**src/rtl/drift_seq_pkg.sv**
```systemverilog
package drift_seq_pkg;

    typedef enum logic [2:0] {
        ST_IDLE,
        ST_SELECT,
        ST_FETCH,
        ST_WRITE,
        ST_PAUSED,
        ST_DONE
    } dseq_state_e;

endpackage

```
**src/rtl/drift_seq_prep.sv**
```systemverilog
// Turns the requested signed drift into a non-negative per-cell step:
// clamp the negative side to the slack after the sync point, reduce
// modulo the round, then add the one tick lost during the update.
module drift_seq_prep #(
    parameter int DRIFT_W    = 16,
    parameter int CNT_W      = 16,
    parameter int ROUND_LEN  = 1000,
    parameter int SYNC_POINT = 950
) (
    input  logic signed [DRIFT_W-1:0] drift_i,
    output logic        [CNT_W-1:0]   step_o
);
    localparam int NEG_SLACK = ROUND_LEN - SYNC_POINT;

    int d_ext;
    int d_eff;
    int d_mod;
    int d_step;

    always_comb begin
        d_ext  = 32'(drift_i);
        d_eff  = (d_ext < -NEG_SLACK) ? -NEG_SLACK : d_ext;
        d_mod  = (d_eff < 0) ? (d_eff + ROUND_LEN) : (d_eff % ROUND_LEN);
        d_step = (d_mod == ROUND_LEN - 1) ? 0 : (d_mod + 1);
        step_o = CNT_W'(d_step);
    end

endmodule

```
**src/rtl/drift_seq_pick.sv**
```systemverilog
// Lowest-index pending cell finder.
module drift_seq_pick #(
    parameter int NCELLS = 8,
    parameter int CELL_W = 3
) (
    input  logic [NCELLS-1:0] pend_i,
    output logic [CELL_W-1:0] idx_o,
    output logic              any_o
);
    always_comb begin
        idx_o = '0;
        any_o = |pend_i;
        for (int i = NCELLS - 1; i >= 0; i--) begin
            if (pend_i[i]) begin
                idx_o = CELL_W'(i);
            end
        end
    end

endmodule

```
**src/rtl/drift_seq_modadd.sv**
```systemverilog
// Adds a step below ROUND_LEN to a counter value, wrapping at ROUND_LEN.
module drift_seq_modadd #(
    parameter int CNT_W     = 16,
    parameter int ROUND_LEN = 1000
) (
    input  logic [CNT_W-1:0] val_i,
    input  logic [CNT_W-1:0] step_i,
    output logic [CNT_W-1:0] sum_o
);
    localparam logic [CNT_W:0] ROUND_EXT = (CNT_W + 1)'(ROUND_LEN);

    logic [CNT_W:0] raw;

    always_comb begin
        raw = {1'b0, val_i} + {1'b0, step_i};
        if (raw >= ROUND_EXT) begin
            raw = raw - ROUND_EXT;
        end
        sum_o = raw[CNT_W-1:0];
    end

endmodule

```
**src/rtl/drift_seq.sv**
```systemverilog
module drift_seq
    import drift_seq_pkg::*;
#(
    parameter int NCELLS     = 8,
    parameter int NGROUPS    = 4,
    parameter int CNT_W      = 16,
    parameter int DRIFT_W    = 16,
    parameter int ROUND_LEN  = 1000,
    parameter int SYNC_POINT = 950,
    localparam int CELL_W    = (NCELLS > 1) ? $clog2(NCELLS) : 1,
    localparam int GRP_W     = (NGROUPS > 1) ? $clog2(NGROUPS) : 1
) (
    input  logic                       clk,
    input  logic                       rst_n,
    input  logic                       start_i,
    input  logic [GRP_W-1:0]           start_group_i,
    input  logic signed [DRIFT_W-1:0]  start_drift_i,
    input  logic [NGROUPS*NCELLS-1:0]  group_masks_i,
    input  logic                       protect_i,
    input  logic                       resume_i,
    output logic                       cnt_rd_en_o,
    output logic                       cnt_wr_en_o,
    output logic [CELL_W-1:0]          cnt_addr_o,
    input  logic [CNT_W-1:0]           cnt_rd_data_i,
    output logic [CNT_W-1:0]           cnt_wr_data_o,
    output logic                       busy_o,
    output logic                       paused_o,
    output logic                       done_o
);

    dseq_state_e state_q, state_d;

    logic [NCELLS-1:0] pend_q;
    logic [NCELLS-1:0] pend_left;
    logic [CNT_W-1:0]  step_q;
    logic [CNT_W-1:0]  step_new;
    logic [CELL_W-1:0] cur_q;
    logic [CNT_W-1:0]  rd_q;
    logic [CNT_W-1:0]  wr_val;
    logic [CELL_W-1:0] next_idx;
    logic              any_pend;
    logic [NCELLS-1:0] sel_mask;
    logic              issue_rd;

    // Unpack the flat membership vector into one mask per group.
    logic [NCELLS-1:0] grp_tbl [NGROUPS];
    generate
        for (genvar g = 0; g < NGROUPS; g++) begin : g_grp
            assign grp_tbl[g] = group_masks_i[g*NCELLS +: NCELLS];
        end
    endgenerate

    always_comb begin
        if (int'(start_group_i) < NGROUPS) begin
            sel_mask = grp_tbl[start_group_i];
        end else begin
            sel_mask = '0;
        end
    end

    drift_seq_prep #(
        .DRIFT_W   (DRIFT_W),
        .CNT_W     (CNT_W),
        .ROUND_LEN (ROUND_LEN),
        .SYNC_POINT(SYNC_POINT)
    ) u_prep (
        .drift_i(start_drift_i),
        .step_o (step_new)
    );

    drift_seq_pick #(
        .NCELLS(NCELLS),
        .CELL_W(CELL_W)
    ) u_pick (
        .pend_i(pend_q),
        .idx_o (next_idx),
        .any_o (any_pend)
    );

    drift_seq_modadd #(
        .CNT_W    (CNT_W),
        .ROUND_LEN(ROUND_LEN)
    ) u_add (
        .val_i (rd_q),
        .step_i(step_q),
        .sum_o (wr_val)
    );

    assign pend_left = pend_q & ~(NCELLS'(1) << cur_q);
    assign issue_rd  = (state_q == ST_SELECT) && any_pend && !protect_i;

    // State register.
    always_ff @(posedge clk) begin
        if (!rst_n) begin
            state_q <= ST_IDLE;
        end else begin
            state_q <= state_d;
        end
    end

    // Next-state logic.
    always_comb begin
        state_d = state_q;
        unique case (state_q)
            ST_IDLE: begin
                if (start_i) begin
                    state_d = ST_SELECT;
                end
            end
            ST_SELECT: begin
                if (!any_pend) begin
                    state_d = ST_DONE;
                end else if (protect_i) begin
                    state_d = ST_PAUSED;
                end else begin
                    state_d = ST_FETCH;
                end
            end
            ST_FETCH: begin
                state_d = ST_WRITE;
            end
            ST_WRITE: begin
                if (pend_left == '0) begin
                    state_d = ST_DONE;
                end else begin
                    state_d = ST_SELECT;
                end
            end
            ST_PAUSED: begin
                if (resume_i) begin
                    state_d = ST_SELECT;
                end
            end
            ST_DONE: begin
                state_d = ST_IDLE;
            end
            default: begin
                state_d = ST_IDLE;
            end
        endcase
    end

    // Working registers: pending set, step, current cell, read data.
    always_ff @(posedge clk) begin
        if (!rst_n) begin
            pend_q <= '0;
            step_q <= '0;
            cur_q  <= '0;
            rd_q   <= '0;
        end else begin
            if (state_q == ST_IDLE && start_i) begin
                pend_q <= sel_mask;
                step_q <= step_new;
            end
            if (issue_rd) begin
                cur_q <= next_idx;
            end
            if (state_q == ST_FETCH) begin
                rd_q <= cnt_rd_data_i;
            end
            if (state_q == ST_WRITE) begin
                pend_q <= pend_left;
            end
        end
    end

    // Outputs.
    always_comb begin
        busy_o        = (state_q != ST_IDLE);
        paused_o      = (state_q == ST_PAUSED);
        done_o        = (state_q == ST_DONE);
        cnt_rd_en_o   = issue_rd;
        cnt_wr_en_o   = (state_q == ST_WRITE);
        cnt_addr_o    = (state_q == ST_SELECT) ? next_idx : cur_q;
        cnt_wr_data_o = wr_val;
    end

endmodule

```
**config.mk**
```make
export PLATFORM = sky130hd
export DESIGN_NAME = drift_seq
export DESIGN_NICKNAME = d
export VERILOG_FILES = /design/src/rtl/drift_seq_pkg.sv /design/src/rtl/drift_seq_prep.sv /design/src/rtl/drift_seq_pick.sv /design/src/rtl/drift_seq_modadd.sv /design/src/rtl/drift_seq.sv
export SDC_FILE = /design/constraint.sdc
export NUM_CORES = 1
export LEC_CHECK = 0
export ABC_AREA = 1
export BUFFER_PORTS_ARGS = -buffer_cell sky130_fd_sc_hd__buf_2
export CAP_MARGIN = 10
export CORE_ASPECT_RATIO = 0.5
export CORE_MARGIN = 2
export CORE_UTILIZATION = 60
export CTS_BUF_LIST = sky130_fd_sc_hd__clkbuf_4
export CTS_CLUSTER_SIZE = 24
export DETAILED_ROUTE_END_ITERATION = 16
export GPL_TIMING_DRIVEN = 0
export PLACE_DENSITY = 0.84
export SLEW_MARGIN = 10
export SYNTH_ARGS = -nofsm -noshare
export SYNTH_HDL_FRONTEND = slang
export SYNTH_SLANG_ARGS = --single-unit
```
**constraint.sdc**
```tcl
create_clock -name clk -period 6.6 [get_ports clk]
set_clock_uncertainty 0.05 [all_clocks]
set_input_delay 0.33 -clock clk [delete_from_list [all_inputs] [get_ports clk]]
set_output_delay 0.33 -clock clk [all_outputs]
set_load 0.01 [all_outputs]
```
==> metrics.cfg, run 1 <==
[yosys]
synth_ff_type=dfxtp_1
synth_warnings=0
synth_xor_area_share_pct=4.76
synth_edf_count=0
ys_types=47
synth_top_cell_area_share_pct=15.6
synth_fp_nets=1116
yosys.area_share.simple_pct=43.0
yosysTopAreaCell=dfxtp_1
avgSynthCellArea_sq_um=5.77
synth-seq-cells=46
synth.area.top_cells=dfxtp_1 16%, nand2_1 14%, inv_1 10%, nand3_1 7.6%, nor2_1 6.8%
muxShareOfSynthArea_pct=0
syn_area_sq_mm=0.00589
postSynthCellCount=1022
synth-compound-area-share_pct=19.2
synthArstFlopShare_pct=0
synth_top_family_by_area=simple AND/OR/NAND/NOR gates
synthAdderAreaFrac_pct=5.01
ys_seq_area_share_pct=15.6

[sta]
report.final.setup_viol=0
finalWorstSetupSlack_ns=0.416
fmax_ghz=0.162
slew_viol_final=0
finalCritPeriodShare_pct=93.7
finalCriticalPeriod_ns=6.18
relSlewSlack_pct=48.7
tightest_slew_ns=0.768
hold_viol_final=0

[floorplan]
die_h_microns=74.1
dieArea_sq_mm=0.0107
die_w_microns=144
coreArea_sq_mm=0.00951
start_util_pct=62.0
rows=25
ios=95

[layout]
drive_gt1_share_pct=21.8
nNetsFinal=1232
final_cells=1273
fill_cells=892
syn_to_final_growth_pct=17.9
diodes=0

[critical_path]
crit_path_top_delay_cell=a2111o_1
crit_path_end_kind=register
crit_type=in -> reg
cpMostUsedCell=nand3_1
max_stage_delay_ns=0.46
worstPathRequired_ns=6.85
arrival_ns=6.44
crit_path_start_kind=input pin
crit_path_max_fanout=9

[route]
via_per_inst=5.50
num_vias=6999
drt_iter0_drc=442
antenna_left=0
wl_mm=17.2
wl_per_cell_microns=13.5
post-route-drc-count=0
drt_first_pass_iters=7

[clock_network]
clk_pin_slew_worst_paths_ns=0.12
cts.sinks=46
cts_tree=yes
htreeDepth=2
cts_max_path_buffers=2
worstSkewPairLatency_ns=0.37
cts_root_buf=clkbuf_4
cts_hold_buf=0
cts_buffers=5

[status]
status=completed

[placed_design]
place_ws_ns=-0.310
dp_hpwl_mm=13.6
place_inst=1251
gp_congestion=0.968
io_buffers=94

[grt]
grt_max_degree=14
grt_pass1_vias=6175
grt.total_usage_pct=30.3
grt_pass1_wl_mm=26.5
grt_overflow=0
antenna_found_initial=0

[run]
max_cap_viol_count=0

[worst_hold_path]
min_path_type=in -> reg

[power_and_ir_drop]
leakage_uw=0.00347
peakVddDrop_v=0.000113
p_per_area_mw_per_mm2=222

-- final timing paths --
| kind | to | slack, ns | depth (start not counted) | startpoint |
|---|---|---|---|---|
| worst max-delay path | step_q[14] | 0.42 | 43 | start_drift_i[5] |
| worst min register to register | rd_q[7] | 0.41 | 2 | rd_q[7] |
| worst max register to register | step_q[15] | 4.46 | 6 | state_q[1] |
| worst min-delay path | rd_q[11] | 0.19 | 3 | cnt_rd_data_i[11] |
-- cell type report --
cell class,instances,area (sq um),area share (%)
well taps,135,169,2.43
inverters,176,663,9.54
flip-flops and latches,46,921,13.3
clock buffers,6,45.0,0.648
plain buffers,17,80.1,1.15
multi-input cells,783,4480,64.5
clock inverters,1,7.51,0.108
repair buffers,109,583,8.39
-- kinds of logic (layout without fill, tap and decap cells) --
group	Yosys count	after routing
simple gates	530	530
buf+inv	193	309
xor+xnor	32	32
fa+ha+maj	23	23
flops	46	46
compound gates	198	198
-- placed cells by master (no fill, tap or decap), types with 15 or more instances in the layout --
master	instances
a21oi_1	63
ha_1	21
inv_1	158
dfxtp_1	46
nand2_2	32
nor2_1	97
nor3_1	16
nand2_1	200
nor2_2	18
inv_2	16
xor2_1	29
buf_2	94
nand3_1	84
o21ai_0	71
nand4_1	25
buf_4	15
-- critical path, delay by kind of cell --
family | cells | cell delay (ns)
fa+ha+maj | 2 | 0.48
buf+inv | 6 | 0.64
compound gates | 8 | 1.66
simple gates | 27 | 3.31
-- routing by layer --
| layer | part of all wire, % | vias to the layer above | GRT usage (%) |
|---|---|---|---|
| met3 | 5.8 | 37 | 4.57 |
| li1 | - | 3577 | - |
| met2 | 49 | 222 | 58.6 |
| met1 | 43 | 3163 | 35.5 |
| met5 | 0 | - | 0 |
| met4 | 2.1 | 0 | 8.74 |
-- cells in the mapped netlist (all sizes together) (4+ instances only) --
cell      n
a211oi    7
a21oi    67
clkbuf   14
dfxtp    46
ha       22
inv     175
nand2   243
nand3   102
nand4    27
nor2    129
nor3     17
nor4      6
o211ai    4
o21ai    93
o21bai    9
o22ai     8
xor2     29
-- flip-flops by register name, summed over array words and instances, names as in the netlist --
signal   count
rd_q        16
state_q      3
pend_q       8
step_q      16
cur_q        3
-- per-stage QoR --
stage | cell area (sq um) | hold slack, ns | power (uW) | setup TNS, ns | utilization [%]
after floorplan | 5890 | 0.377 | 1050 | 0 | -
after global placement | 6530 | 0.388 | 1300 | -1.40 | 68.7
after detailed placement | 6530 | 0.391 | 1320 | -2.91 | 68.7
after CTS | 6590 | 0.184 | 1450 | 0 | 69.3
after global routing | 6950 | 0.193 | 1680 | -0.368 | 73.1
final | 6950 | 0.187 | 1540 | 0 | 73.1
-- report_power, final --
group | internal [uW] | switching [uW]
sequential | 322 | 33.4
combinational | 365 | 686
clock | 44.0 | 89.0
-- what timing repair did --
action,4_1_cts,5_1_grt
resized for setup,0,61
buffers inserted,0,15
setup endpoints to repair,0,15
Power figures use the tool's default switching activity.
==> inputs of run 2 (changes only) <==
--- a/config.mk
+++ b/config.mk
@@ -10,7 +10,7 @@
 export CAP_MARGIN = 10
 export CORE_ASPECT_RATIO = 0.5
 export CORE_MARGIN = 2
-export CORE_UTILIZATION = 60
+export CORE_UTILIZATION = 61
 export CTS_BUF_LIST = sky130_fd_sc_hd__clkbuf_4
 export CTS_CLUSTER_SIZE = 24
 export DETAILED_ROUTE_END_ITERATION = 16
@@ -19,4 +19,5 @@
 export SLEW_MARGIN = 10
 export SYNTH_ARGS = -nofsm -noshare
 export SYNTH_HDL_FRONTEND = slang
+export SYNTH_HIERARCHICAL = 1
 export SYNTH_SLANG_ARGS = --single-unit
==> metrics.cfg, run 2 <==
[yosys]
avgSynthCellArea_sq_um=5.50
synth_fp_nets=1336
synth_most_common_cell=nand2_1
yosysTopAreaCell=nand2_1
synthTopCellsByCount=378 x nand2_1, 166 x inv_1, 157 x nor2_1
postSynthCellCount=1242
synthArstFlopShare_pct=0
synth_edf_count=0
synth.area.top_cells=nand2_1 21%, dfxtp_1 13%, inv_1 9.1%, nor2_1 8.6%, nand3_1 8.4%
synth_ff_type=dfxtp_1
syn_area_sq_mm=0.00683
ys_types=49
ys_seq_area_share_pct=13.5
synth_top_cell_area_share_pct=20.8
synth-seq-cells=46
synth_warnings=6

[grt]
grt_max_degree=16
grt_pass1_wl_mm=30.0
grt_pass1_vias=6931
antenna_found_initial=0
grt_overflow=0
grt.total_usage_pct=28.9

[layout]
drive_gt1_share_pct=22.1
diodes=0
nNetsFinal=1449
fin_util_pct=71.6
layout_common_cells=375 x nand2_1, 163 x inv_1, 150 x nor2_1
layout_commonest_cell=nand2_1
final_cells=1501
reg_top3=rd_q (16), step_q (16), pend_q (8)
syn_to_final_growth_pct=14.9

[critical_path]
crit_path_start_kind=input pin
cpMostUsedCell=nand2_1
crit_path_top_delay_cell=a2111o_1
startpoint=start_drift_i[8]
crit_path_max_fanout=8
worstPathRequired_ns=6.78
r2r_start=pend_q[6]
crit_type=in -> reg
max_stage_delay_ns=0.35
arrival_ns=6.42
crit_path_end_kind=register

[floorplan]
die_w_microns=154
ios=95
coreArea_sq_mm=0.0109
rows=27
die_h_microns=78.8
dieArea_sq_mm=0.0121
start_util_pct=62.4

[sta]
hold_viol_final=0
relSlewSlack_pct=59.9
fmax_ghz=0.160
finalCritPeriodShare_pct=94.5
finalCriticalPeriod_ns=6.24
slew_viol_final=0
finalWorstSetupSlack_ns=0.361
tightest_slew_ns=0.596
report.final.setup_viol=0

[power_and_ir_drop]
power.total_uw=1650
p_int_uw=778
power_switching_share_pct=52.9
p_clk_share_pct=8.3
p_per_area_mw_per_mm2=211
peakVddDrop_v=0.000151
leakage_uw=0.00424
p_comb_share_pct=70.4
p_sw_uw=873
pwr-share-seq_pct=21.3

[placed_design]
place_inst=1480
place_ws_ns=-0.104
io_buffers=93
dp_hpwl_mm=15.0
gp_congestion=0.925

[run]
max_cap_viol_count=0

[clock_network]
cts_hold_buf=0
cts_buffers=5
cts_max_path_buffers=2
worstSkewPairLatency_ns=0.36
cts_tree=yes
htreeDepth=2
cts_root_buf=clkbuf_4
clk_pin_slew_worst_paths_ns=0.15
cts.sinks=46

[route]
via_per_inst=5.30
drt_first_pass_iters=5
wl_per_cell_microns=12.4
wl_mm=18.6
antenna_left=0
post-route-drc-count=0
num_vias=7958
drt_iter0_drc=556

[worst_hold_path]
min_path_type=in -> reg
min_from=cnt_rd_data_i[11]

[status]
status=completed

run 2: through the flow:
step | setup TNS, ns | cell area, sq um | hold WS [ns]
floorplan | 0 | 6830 | 0.398
CTS | 0 | 7530 | 0.140
detailed placement | -0.320 | 7470 | 0.418
finish | 0 | 7840 | 0.149
global route | -0.498 | 7840 | 0.148
global placement | 0 | 7470 | 0.412
run 2: cells by family after synthesis:
group,share of synthesized area [%]
AOI/OAI and AO/OA,12.0
xor gates and xnor gates,3.21
adders and majority gates,4.33
buffers and inverters,12.2
DFF,13.5
and+or+nand+nor,54.8
run 2: cell type report:
| class | instances | area [sq um] |
|---|---|---|
| Multi-Input combinational cell | 991 | 5260 |
| Fill cell | 1002 | 3100 |
| Sequential cell | 46 | 921 |
| Inverter | 184 | 693 |
| Timing Repair Buffer | 106 | 578 |
| Tap cell | 145 | 181 |
| Buffer | 21 | 148 |
| Clock buffer | 5 | 37.5 |
| Clock inverter | 3 | 21.3 |
run 2: worst paths after layout:
| check | slack (ns) | to | cells past startpoint |
|---|---|---|---|
| max | 0.36 | step_q[5] | 53 |
| min | 0.15 | rd_q[11] | 3 |
| max reg2reg | 5.16 | cur_q[1] | 8 |
| min reg2reg | 0.44 | step_q[0] | 2 |
run 2: routing by layer:
layer  routed length, microns  GRT usage, %  vias to the layer above  part of all wire (%)
met5                        0             0                        -                     0
met2                     8810          53.2                      242                    47
met3                      923          1.91                       21                   5.0
li1                         -             -                     4145                     -
met1                     8640          38.2                     3550                    47
met4                      195          4.77                        0                   1.0
run 2: power groups by stage:
stage / Sequential, uW / Combinational [uW] / Clock (uW)
floorplan: 344 / 843 / 0
global placement: 355 / 1060 / 0
detailed placement: 356 / 1090 / 0
CTS: 350 / 1090 / 140
global route: 355 / 1300 / 153
finish: 351 / 1160 / 137
run 2: timing repair:
action / 4_1_cts / 5_1_grt
buffers inserted: 0 / 13
setup endpoints to repair: 0 / 15
resized for setup: 0 / 52
run 2: worst max-delay path, delay by kind of cell:
kind                       cells  cell delay [ns]
buffers and inverters          5             0.48
and+or+nand+nor               42             4.35
AOI/OAI and AO/OA              4             0.71
adders and majority gates      2             0.51
